### config.mk
export PLATFORM = sky130hd
export DESIGN_NAME = qbd_pin_driver
export DESIGN_NICKNAME = d
export VERILOG_FILES = /design/src/rtl/qbd_pkg.sv /design/src/rtl/qbd_edge_sense.sv /design/src/rtl/qbd_boost_timer.sv /design/src/rtl/qbd_pad_decode.sv /design/src/rtl/qbd_pin_driver.sv
export SDC_FILE = /design/constraint.sdc
export NUM_CORES = 1
export LEC_CHECK = 0
export ABC_AREA = 1
export BUFFER_PORTS_ARGS = -buffer_cell sky130_fd_sc_hd__clkbuf_2
export CORE_AREA = 2 2 39 41
export CTS_BUF_LIST = sky130_fd_sc_hd__clkbuf_8 sky130_fd_sc_hd__clkbuf_16
export DETAILED_ROUTE_END_ITERATION = 6
export DIE_AREA = 0 0 41 43
export PLACE_DENSITY = 0.3
export SLEW_MARGIN = 20
export SYNTH_ARGS = -nofsm -noshare
export SYNTH_HDL_FRONTEND = slang
export SYNTH_HIERARCHICAL = 1
export SYNTH_SLANG_ARGS = --single-unit
export TNS_END_PERCENT = 50
### constraint.sdc
create_clock -name clk_i -period 2.95 [get_ports clk_i]
set_input_delay 0.1475 -clock clk_i [delete_from_list [all_inputs] [get_ports clk_i]]
set_output_delay 0.1475 -clock clk_i [all_outputs]
set_load 0.02 [all_outputs]
### src/rtl/qbd_pkg.sv
package qbd_pkg;
    typedef enum logic {
        QBD_MODE_QUASI = 1'b0,
        QBD_MODE_OPEN  = 1'b1
    } qbd_mode_e;
endpackage

### src/rtl/qbd_edge_sense.sv
module qbd_edge_sense (
    input  logic clk_i,
    input  logic rst_ni,
    input  logic port_bit_i,
    output logic level_o,
    output logic rise_o
);
    typedef struct packed {
        logic level;
    } sense_st_t;

    sense_st_t st_d, st_q;

    always_comb begin
        st_d       = st_q;
        st_d.level = port_bit_i;
    end

    always_ff @(posedge clk_i or negedge rst_ni) begin
        if (!rst_ni) begin
            st_q.level <= 1'b1;
        end else begin
            st_q <= st_d;
        end
    end

    assign level_o = st_q.level;
    assign rise_o  = port_bit_i & ~st_q.level;
endmodule

### src/rtl/qbd_boost_timer.sv
module qbd_boost_timer #(
    parameter int unsigned BOOST_CYCLES = 2,
    parameter int unsigned CNT_W        = $clog2(BOOST_CYCLES + 1)
) (
    input  logic clk_i,
    input  logic rst_ni,
    input  logic start_i,
    input  logic clear_i,
    output logic active_o
);
    localparam logic [CNT_W-1:0] LOAD_VAL = CNT_W'(BOOST_CYCLES);

    typedef struct packed {
        logic [CNT_W-1:0] remain;
    } timer_st_t;

    timer_st_t st_d, st_q;

    always_comb begin
        st_d = st_q;
        if (clear_i) begin
            st_d.remain = '0;
        end else if (start_i) begin
            st_d.remain = LOAD_VAL;
        end else if (st_q.remain != '0) begin
            st_d.remain = st_q.remain - 1'b1;
        end
    end

    always_ff @(posedge clk_i or negedge rst_ni) begin
        if (!rst_ni) begin
            st_q.remain <= '0;
        end else begin
            st_q <= st_d;
        end
    end

    assign active_o = (st_q.remain != '0);
endmodule

### src/rtl/qbd_pad_decode.sv
module qbd_pad_decode (
    input  qbd_pkg::qbd_mode_e mode_i,
    input  logic               level_i,
    input  logic               boost_i,
    output logic               pull_down_o,
    output logic               strong_up_o
);
    always_comb begin
        pull_down_o = ~level_i;
        strong_up_o = boost_i & level_i & (mode_i == qbd_pkg::QBD_MODE_QUASI);
    end
endmodule

### src/rtl/qbd_pin_driver.sv
module qbd_pin_driver #(
    parameter int unsigned BOOST_CYCLES = 2
) (
    input  logic clk_i,
    input  logic rst_ni,
    input  logic port_bit_i,
    input  logic open_drain_i,
    output logic pull_down_o,
    output logic strong_up_o
);
    localparam int unsigned CNT_W = $clog2(BOOST_CYCLES + 1);

    qbd_pkg::qbd_mode_e mode;
    logic level, rise, boost, timer_clear;

    assign mode        = qbd_pkg::qbd_mode_e'(open_drain_i);
    assign timer_clear = (mode == qbd_pkg::QBD_MODE_OPEN) | ~port_bit_i;

    qbd_edge_sense sense_i (
        .clk_i      (clk_i),
        .rst_ni     (rst_ni),
        .port_bit_i (port_bit_i),
        .level_o    (level),
        .rise_o     (rise)
    );

    qbd_boost_timer #(
        .BOOST_CYCLES (BOOST_CYCLES),
        .CNT_W        (CNT_W)
    ) timer_i (
        .clk_i    (clk_i),
        .rst_ni   (rst_ni),
        .start_i  (rise),
        .clear_i  (timer_clear),
        .active_o (boost)
    );

    qbd_pad_decode decode_i (
        .mode_i      (mode),
        .level_i     (level),
        .boost_i     (boost),
        .pull_down_o (pull_down_o),
        .strong_up_o (strong_up_o)
    );
endmodule

==> results of run 1 <==
[final cells by class]
type,count,area (sq um)
fill,149,1110
sequential,3,76.3
multi-input combinational,13,68.8
clock buffer,3,41.3
timing repair buffer,6,35.0
inverter,8,30.0
tap,16,20.0
clock inverter,1,3.75
[per-layer routing]
metal | track usage, % | part of all wire (%) | up-vias
met3 | 1.57 | 2.3 | 0
li1 | - | - | 89
met1 | 6.49 | 48 | 64
met2 | 5.94 | 50 | 2
met4 | 6.00 | 0 | 0
met5 | 0 | 0 | -
[cell usage in the layout, fill, tap and decap left out, drive strengths merged]
| cell type | instances |
|---|---|
| dfrtp | 2 |
| nor2 | 5 |
| inv | 9 |
| ha | 1 |
| nand2 | 4 |
| clkbuf | 8 |
| dlygate4sd3 | 1 |
| dfstp | 1 |
| nand3 | 1 |
| o21ai | 2 |
[what timing repair did]
item                      CTS  global route
hold buffers                1             0
buffers inserted            0             0
gates resized for setup     0             0
hold endpoints to repair    3             0
[registers in the layout, summed over array words and instances, names as in the netlist]
register and count:
sense_i/level_o 1, timer_i/st_q 2
[critical path, cell delays in order (launching register included)]
cell      delay, ns
dfrtp_1        0.33
inv_1          0.06
ha_1           0.24
inv_2          0.07
nand2_1        0.07
nor2_2         0.07
clkbuf_2       0.16
[worst min path at each step]
stage	from	cells after the start	slack, ns	end
floorplan	rst_ni	0	-0.15	timer_i/st_q[0]$_DFFE_PN0P_
global placement	rst_ni	1	-0.06	timer_i/st_q[1]$_DFFE_PN0P_
detailed placement	rst_ni	1	-0.05	timer_i/st_q[1]$_DFFE_PN0P_
CTS	port_bit_i	1	0.04	sense_i/level_o$_DFF_PN1_
global route	port_bit_i	1	0.05	sense_i/level_o$_DFF_PN1_
finish	port_bit_i	1	0.05	sense_i/level_o$_DFF_PN1_
[logic make-up (layout without fill, tap and decap cells)]
| logic type | after synthesis | after routing |
|---|---|---|
| and+or+nand+nor | 10 | 10 |
| buffers and inverters | 8 | 18 |
| DFF | 3 | 3 |
| AOI/OAI and AO/OA | 2 | 2 |
| adders and majority gates | 1 | 1 |
[metrics by stage]
step	worst slack (ns)	instances	power (mW)	cell area, sq um	hold slack (ns)
2_1_floorplan	1.90	24	0.0554	175	-0.148
3_3_place_gp	1.83	45	0.0612	220	-0.0556
3_5_place_dp	1.81	45	0.0612	220	-0.0541
4_1_cts	1.58	50	0.179	275	0.0427
5_1_grt	1.48	50	0.188	275	0.0455
6_report	1.60	50	0.175	275	0.0476
[report_power, final]
| group | internal, mW | switching (mW) | leakage, nW |
|---|---|---|---|
| Clock | 0.0884 | 0.0250 | 0.0269 |
| Combinational | 0.00686 | 0.00957 | 0.0911 |
| Sequential | 0.0439 | 0.00113 | 0.0379 |
==> metrics.yaml, run 1 <==
status: "complete, no violations"
crit_type: "reg -> out"
rsz0062_at_grt: "no"
num_io_pins: 6
utilization_pct: 19.9
numCtsBuffers: 3
overflow: 0
crit_start: "timer_i/st_q[0]$_DFFE_PN0P_"
synthAdderAreaFrac_pct: 7.14
n_antenna_cell: 0
cp-endpoint: "strong_up_o"
ys_top_cells_by_area: "dfrtp_1 (29%), dfstp_2 (15%), inv_1 (15%), nor2_2 (11%), nand2_1 (8.6%)"
wl_um: 298
start_kind: "flop"
io_buffers: 5
crit_fanout: 4
insertion_delay_ns: 0.21
core-area_sq_mm: 0.00138
synthMuxAreaShare_pct: 0
min_path_type: "in -> reg"
drc: 0
cellPowerDensity_mw_per_mm2: 635
synth-simple-area-share_pct: 26.4
yosysTopAreaCellShare_pct: 28.6
ant_nets: 0
fp.dieH_um: 43
max-vdd-ir-drop_uv: 242
cts_tree: "yes"
synth_top_family_by_area: "simple AND/OR/NAND/NOR gates"
finalHoldViolCount: 0
ys_async_sr_fraction_pct: 100
dieWidth_um: 41
area_delta_synth_final_pct: 57.1
antenna_found_initial: 0
maxSlewViolCount: 0
cts_max_level: 1
yosysTopAreaCell: "dfrtp_1"
grt_pass1_vias: 142
cts_sinks: 3
yosys-top-cells-count: "inv_1 (7), nand2_1 (4), nor2_2 (3)"
synth_compound_gate_area_share_pct: 5.71
finalCritPeriodShare_pct: 45.8
yosysWarnings: 6
max_freq_ghz: 0.740
fin_skew_ns: 0.000853
grt_max_degree: 5
postSynthAreaPerCell_sq_um: 7.30
grt_pass1_wl_um: 565
required_ns: 2.80
drt_iter0_drc: 1
tns_ns: 0
layout.nets: 40
rows: 14
leakage_nw: 0.156
slew_headroom_pct: 89.6
yosysSeqAreaShare_pct: 43.6
initial_core_util_pct: 12.7
synth_cell_types: 10
setup-violations-final: 0
reg2reg_depth: 5
die_area_sq_mm: 0.00176
critical_path_arrival_ns: 1.20
worstSetupEndpointType: "output port"
drive_gt1_share_pct: 38.2
syn_nets: 29
fin_crit_ns: 1.35
synthCells: 24
ctsLongestPathBuffers: 2
vias_per_cell: 3.10
clkTransAtPathRegs_ns: 0.03
routabilityCongestion: 0.651
synth_xor_area_share_pct: 0
dr.pass1.iters: 2
r2r_end: "timer_i/st_q[0]$_DFFE_PN0P_"
root_buffer: "clkbuf_8"
routedWlPerCell_um: 5.96
netlist_area_sq_um: 175
rrSetupSlack_ns: 1.95
vias: 155
synth-edff-count: 0
maxCapViolCount: 0
synth_most_common_cell: "inv_1"
r2r-start: "timer_i/st_q[0]$_DFFE_PN0P_"
ys_ff_latch: 3
synth_top_flop_cell: "dfrtp_1"
tightest_slew_ns: 0.156
track_usage_pct: 5.14
(Power assumes the default switching activity.)
==> run 2, diff against run 1 <==
- ABC_AREA: 1 -> 0
- clock period: 2.95 -> 1.1 ns (I/O delays scaled with it)
==> metrics.yaml, run 2 <==
synth_xor_area_share_pct: 5.26  # +5.3 points
cts_sinks: 3  # unchanged
synth-simple-area-share_pct: 20.3  # -6.1 points
max-vdd-ir-drop_uv: 657  # +170%
netlist_area_sq_um: 166  # -5.0%
fp.dieH_um: 43  # unchanged
root_buffer: "clkbuf_8"
holdPathStages: 3  # +2
status: "complete, but fails checks"
dp.cells: 36  # -20%
synth_top_family_by_area: "simple AND/OR/NAND/NOR gates"
maxCapViolCount: 0  # unchanged
crit_type: "reg -> out"
layout.nets: 35  # -13%
synth_most_common_cell: "inv_1"
r2r-start: "timer_i/st_q[0]$_DFFE_PN0P_"
overflow: 0  # unchanged
rows: 14  # unchanged
max_freq_ghz: 0.854
n_antenna_cell: 0  # unchanged
vias: 149  # -3.9%
io_buffers: 5  # unchanged
yosysSeqAreaShare_pct: 45.9  # +2.3 points
insertion_delay_ns: 0.22  # about the same
syn_nets: 20  # -31%
reg2reg_depth: 6  # +1
slowest_delay_ns: 0.38  # +0.05 ns
critical_path_arrival_ns: 1.12  # -0.08 ns
leakage_nw: 0.162  # +4.1%
ys_ff_latch: 3  # unchanged
finalCritPeriodShare_pct: 106
power.total_mw: 0.494  # +180%
synth_top_flop_cell: "dfrtp_1"
synthCells: 15  # -38%
setup-violations-final: 2  # +2
cts_tree: "yes"
fin_ws_ns: -0.0713  # -1.67 ns
yosys-top-cells-count: "inv_1 (3), dfrtp_1 (2)"
start_kind: "flop"
synth_cell_types: 12  # +2
dr.pass1.iters: 2  # unchanged
core-area_sq_mm: 0.00138  # unchanged
wl_um: 384  # +29%
grt_max_degree: 4  # -1
die_area_sq_mm: 0.00176  # unchanged
grt_pass1_vias: 191  # +35%
synth-edff-count: 0  # unchanged
cts_max_level: 1  # unchanged
postPlaceCellArea_sq_um: 211  # -4.0%
ys_top_cells_by_area: "dfrtp_1 (30%), dfstp_2 (16%), nor2b_4 (8.3%), ha_1 (7.5%), inv_1 (6.8%)"
tns_ns: -0.110  # -0.110 ns
violations: "negative setup slack"
synthMuxAreaShare_pct: 6.02  # +6.0 points
ant_nets: 0  # unchanged
drt_iter0_drc: 2  # +1
clkTransAtPathRegs_ns: 0.03  # about the same
crit_chain: "inv_2 -> ha_4 -> inv_2 -> and3b_1 -> clkbuf_8"
final_cells: 45  # -10%
postLayoutCellArea_sq_um: 320  # +16%
r2r_end: "timer_i/st_q[1]$_DFFE_PN0P_"
worstSetupEndpointType: "output port"
synth_compound_gate_area_share_pct: 6.02  # +0.30 points
ys_async_sr_fraction_pct: 100  # unchanged
regMostFlops: "timer_i/st_q"
yosysWarnings: 6  # unchanged
cellPowerDensity_mw_per_mm2: 1540  # +140%
synthAdderAreaFrac_pct: 7.52  # +0.38 points
tightest_slew_ns: 0.147  # -0.00924 ns
area_delta_synth_final_pct: 92.5
track_usage_pct: 6.54  # +1.4 points
rrSetupSlack_ns: -0.04  # -1.99 ns
vias_per_cell: 3.31  # +6.8%
min_path_type: "in -> reg"
dieWidth_um: 41  # unchanged
postSynthAreaPerCell_sq_um: 11.1  # +52%
numCtsBuffers: 3  # unchanged
routedWlPerCell_um: 8.53  # +43%
routabilityCongestion: 0.584  # -10%
initial_core_util_pct: 12.0  # -0.63 points
yosysTopAreaCell: "dfrtp_1"
cp_slowest_cell: "dfrtp_1"
rsz0062_at_grt: "yes"
yosysTopAreaCellShare_pct: 30.1  # +1.5 points
fin_skew_ns: 0.00213  # +0.00128 ns
min_from: "open_drain_i"
grt_pass1_wl_um: 683  # +21%
ctsLongestPathBuffers: 2  # unchanged
num_io_pins: 6  # unchanged
crit_fanout: 2  # -2
required_ns: 1.04  # -1.76 ns
finalHoldViolCount: 0  # unchanged
fin_crit_ns: 1.17
hold_end: "timer_i/st_q[0]$_DFFE_PN0P_"
path_common_cell: "inv_2"
largest_reg_flops: 2  # unchanged
post-place-ws_ns: 0.0000243  # -1.81 ns
maxSlewViolCount: 0  # unchanged
slew_headroom_pct: 89.9  # +0.34 points
antenna_found_initial: 0  # unchanged
layout_common_cells: "clkbuf_8 (4), clkbuf_2 (4), inv_2 (3), buf_4 (3)"
drive_gt1_share_pct: 62.1  # +24 points
drc: 0  # unchanged
## run 2: changes by cell type after synthesis, sizes merged, moves of 2 or more
cell,delta
inv,-4
o21ai,-2
nand2,-4
nor2,-5
## run 2: worst max-delay path by stage
stage                                            from                          end  slack (ns)  cells past startpoint
after CTS                 timer_i/st_q[1]$_DFFE_PN0P_                  strong_up_o       -0.08                      5
final                     timer_i/st_q[0]$_DFFE_PN0P_                  strong_up_o       -0.07                      5
after global routing      timer_i/st_q[1]$_DFFE_PN0P_                  strong_up_o       -0.12                      5
after floorplan           timer_i/st_q[0]$_DFFE_PN0P_  timer_i/st_q[1]$_DFFE_PN0P_        0.06                      5
after global placement    timer_i/st_q[0]$_DFFE_PN0P_  timer_i/st_q[1]$_DFFE_PN0P_        0.02                      5
after detailed placement  timer_i/st_q[0]$_DFFE_PN0P_  timer_i/st_q[1]$_DFFE_PN0P_     0.00002                      5
## run 2: what timing repair did
| item | 4_1_cts | 5_1_grt |
|---|---|---|
| hold buffers | 2 | 0 |
| resized for setup | 6 | 0 |
| pin swaps | 1 | 0 |
| endpoints found under the setup margin | 2 | 2 |
| hold endpoints to repair | 4 | 0 |
| setup buffers | 3 | 0 |
## run 2: stage by stage
| step | hold WS, ns | util (%) |
|---|---|---|
| 2_1_floorplan | -0.241 | - |
| 3_3_place_gp | -0.146 | 15.3 |
| 3_5_place_dp | -0.146 | 15.3 |
| 4_1_cts | 0.153 | 23.1 |
| 5_1_grt | 0.172 | 23.1 |
| 6_report | 0.145 | 23.1 |
## run 2: power breakdown
group | switching, mW | internal (mW) | leakage, nW | total (mW)
sequential | 0.00394 | 0.118 | 0.0379 | 0.122
combinational | 0.0258 | 0.0364 | 0.0975 | 0.0622
clock | 0.0726 | 0.238 | 0.0269 | 0.310
total | 0.102 | 0.392 | 0.162 | 0.494
## run 2: cell type report
class | instances | area [sq um]
tap | 16 | 20.0
clock inverter | 1 | 3.75
clock buffer | 3 | 41.3
inverter | 4 | 15.0
multi-input combinational | 8 | 87.6
timing repair buffer | 10 | 76.3
fill | 154 | 1060
sequential | 3 | 76.3
## run 2: layer usage
layer	global-route usage, %	vias to the layer above	wire length (um)
met1	4.85	70	138
li1	-	73	-
met3	3.14	2	17
met5	0	-	0
met2	10.0	4	220
met4	8.00	0	8
## run 2: worst max-delay path, delay by kind of cell, from the launching register on
kind          cells  cell delay [ns]
flops             1             0.38
buf+inv           3             0.25
simple gates      1             0.16
fa+ha+maj         1             0.12
## run 2: logic make-up after synthesis
logic type | count (synthesis)
buf+inv | 4
simple gates | 4
flops | 3
compound gates | 1
xor+xnor | 1
mux | 1
fa+ha+maj | 1
==> run 3, diff against run 2 <==
--- a/config.mk
+++ b/config.mk
@@ -7,3 +7,2 @@
 export LEC_CHECK = 0
-export ABC_AREA = 0
 export BUFFER_PORTS_ARGS = -buffer_cell sky130_fd_sc_hd__clkbuf_2
--- a/constraint.sdc
+++ b/constraint.sdc
@@ -3,2 +3,2 @@
 set_output_delay 0.055 -clock clk_i [all_outputs]
-set_load 0.02 [all_outputs]
+set_load 0.01 [all_outputs]
==> metrics.yaml, run 3 (synthesis results as in run 2) <==
grt_pass1_wl_um: 655  # -4.1%
n_antenna_cell: 0  # unchanged
insertion_delay_ns: 0.22  # about the same
dieWidth_um: 41  # unchanged
layout.nets: 35  # unchanged
core-area_sq_mm: 0.00138  # unchanged
grt_pass1_vias: 179  # -6.3%
routedWlPerCell_um: 8.33  # -2.3%
layout_common_cells: "clkbuf_2 (5), clkbuf_8 (3), inv_2 (3), buf_4 (3)"
layout_commonest_cell: "clkbuf_2"
fin_crit_ns: 1.14  # -0.0297 ns
wl_um: 375  # -2.3%
start_kind: "flop"
cellPowerDensity_mw_per_mm2: 1560  # +1.5%
regMostFlops: "timer_i/st_q"
clkTransAtPathRegs_ns: 0.03  # about the same
finalHoldViolCount: 0  # unchanged
violations: "negative setup slack"
holdWs_ns: 0.144  # -0.000178 ns
grt_max_degree: 4  # unchanged
drt_iter0_drc: 2  # unchanged
tightest_slew_ns: 0.153  # +0.00611 ns
post-place-ws_ns: 0.0000243  # unchanged
largest_reg_flops: 2  # unchanged
postPlaceCellArea_sq_um: 211  # unchanged
fin_ws_ns: -0.0416  # +0.0297 ns
worstSetupEndpointType: "output port"
ctsLongestPathBuffers: 2  # unchanged
routabilityCongestion: 0.584  # unchanged
maxCapViolCount: 0  # unchanged
min_path_type: "in -> reg"
max-vdd-ir-drop_uv: 662  # +0.74%
vias_per_cell: 3.27  # -1.3%
finalCritPeriodShare_pct: 104  # -2.7 points
initial_core_util_pct: 12.0  # unchanged
maxSlewViolCount: 0  # unchanged
crit_fanout: 2  # unchanged
num-fill-cells: 154  # unchanged
setup-violations-final: 1  # -1
num_io_pins: 6  # unchanged
max_freq_ghz: 0.876  # +2.6%
numCtsBuffers: 3  # unchanged
overflow: 0  # unchanged
io_buffers: 5  # unchanged
rsz0062_at_grt: "yes"
vias: 147  # -1.3%
dr.pass1.iters: 2  # unchanged
tns_ns: -0.0416  # +0.0685 ns
critical_path_arrival_ns: 1.09  # -0.03 ns
drive_gt1_share_pct: 62.1  # unchanged
track_usage_pct: 6.34  # -0.20 points
cts_sinks: 3  # unchanged
crit_type: "reg -> out"
leakage_nw: 0.160  # -1.3%
slew_headroom_pct: 89.5  # -0.42 points
cts_tree: "yes"
required_ns: 1.04  # about the same
die_area_sq_mm: 0.00176  # unchanged
ant_nets: 0  # unchanged
cts_max_level: 1  # unchanged
status: "complete, but fails checks"
drc: 0  # unchanged
postLayoutCellArea_sq_um: 312  # -2.7%
area_delta_synth_final_pct: 87.2
rows: 14  # unchanged
power.total_mw: 0.487  # -1.3%
fin_skew_ns: 0.00213  # +0.0000000600 ns
fp.dieH_um: 43  # unchanged
root_buffer: "clkbuf_8"
antenna_found_initial: 0  # unchanged
==> run 3: routing by layer <==
metal  vias to the layer above  part of all wire (%)  GRT usage [%]
met1                        68                    37           4.85
met4                         0                   2.1           8.00
met5                         -                     0              0
li1                         73                     -              -
met2                         4                    55           9.38
met3                         2                   5.1           3.14
==> run 3: what timing repair did <==
action	in CTS	in global routing
endpoints found under the hold margin	4	0
hold buffers	2	0
gates resized for setup	4	0
setup endpoints to repair	2	1
setup buffers	2	1
pin swaps	1	0
==> run 3: path summary, 6_finish.rpt <==
check | start | to | slack, ns | cells past startpoint
setup reg to reg | timer_i/st_q[1]$_DFFE_PN0P_ | timer_i/st_q[1]$_DFFE_PN0P_ | 0.08 | 5
hold reg to reg | sense_i/level_o$_DFF_PN1_ | timer_i/st_q[0]$_DFFE_PN0P_ | 0.59 | 2
hold / removal | open_drain_i | timer_i/st_q[0]$_DFFE_PN0P_ | 0.14 | 3
max in group asynchronous | rst_ni | sense_i/level_o$_DFF_PN1_ | 0.73 | 2
min in group asynchronous | rst_ni | timer_i/st_q[0]$_DFFE_PN0P_ | 0.17 | 2
setup / recovery | timer_i/st_q[1]$_DFFE_PN0P_ | strong_up_o | -0.04 | 5
==> run 3: layout make-up <==
| cell class | count | area [sq um] | share of cell area, % |
|---|---|---|---|
| well taps | 16 | 20.0 | 6.43 |
| clock buffers | 3 | 41.3 | 13.3 |
| flip-flops and latches | 3 | 76.3 | 24.5 |
| multi-input cells | 8 | 87.6 | 28.1 |
| inverters | 4 | 15.0 | 4.82 |
| repair buffers | 10 | 67.6 | 21.7 |
| clock inverters | 1 | 3.75 | 1.20 |
==> run 3: critical path, cell delays in order, from the launching register on <==
cell	delay, ns
dfrtp_1	0.36
inv_2	0.08
ha_4	0.13
inv_2	0.03
and3b_1	0.15
clkbuf_2	0.12
==> run 3: per-stage QoR <==
stage / instances / util (%)
after floorplan: 15 / -
after global routing: 45 / 22.5
after detailed placement: 36 / 15.3
after global placement: 36 / 15.3
final: 45 / 22.5
after CTS: 44 / 22.0
==> run 3: where the power goes <==
group | total [mW] | switching (mW) | internal [mW]
Combinational | 0.0557 | 0.0229 | 0.0328
Clock | 0.310 | 0.0726 | 0.238
Sequential | 0.122 | 0.00391 | 0.118
Total | 0.487 | 0.0994 | 0.388
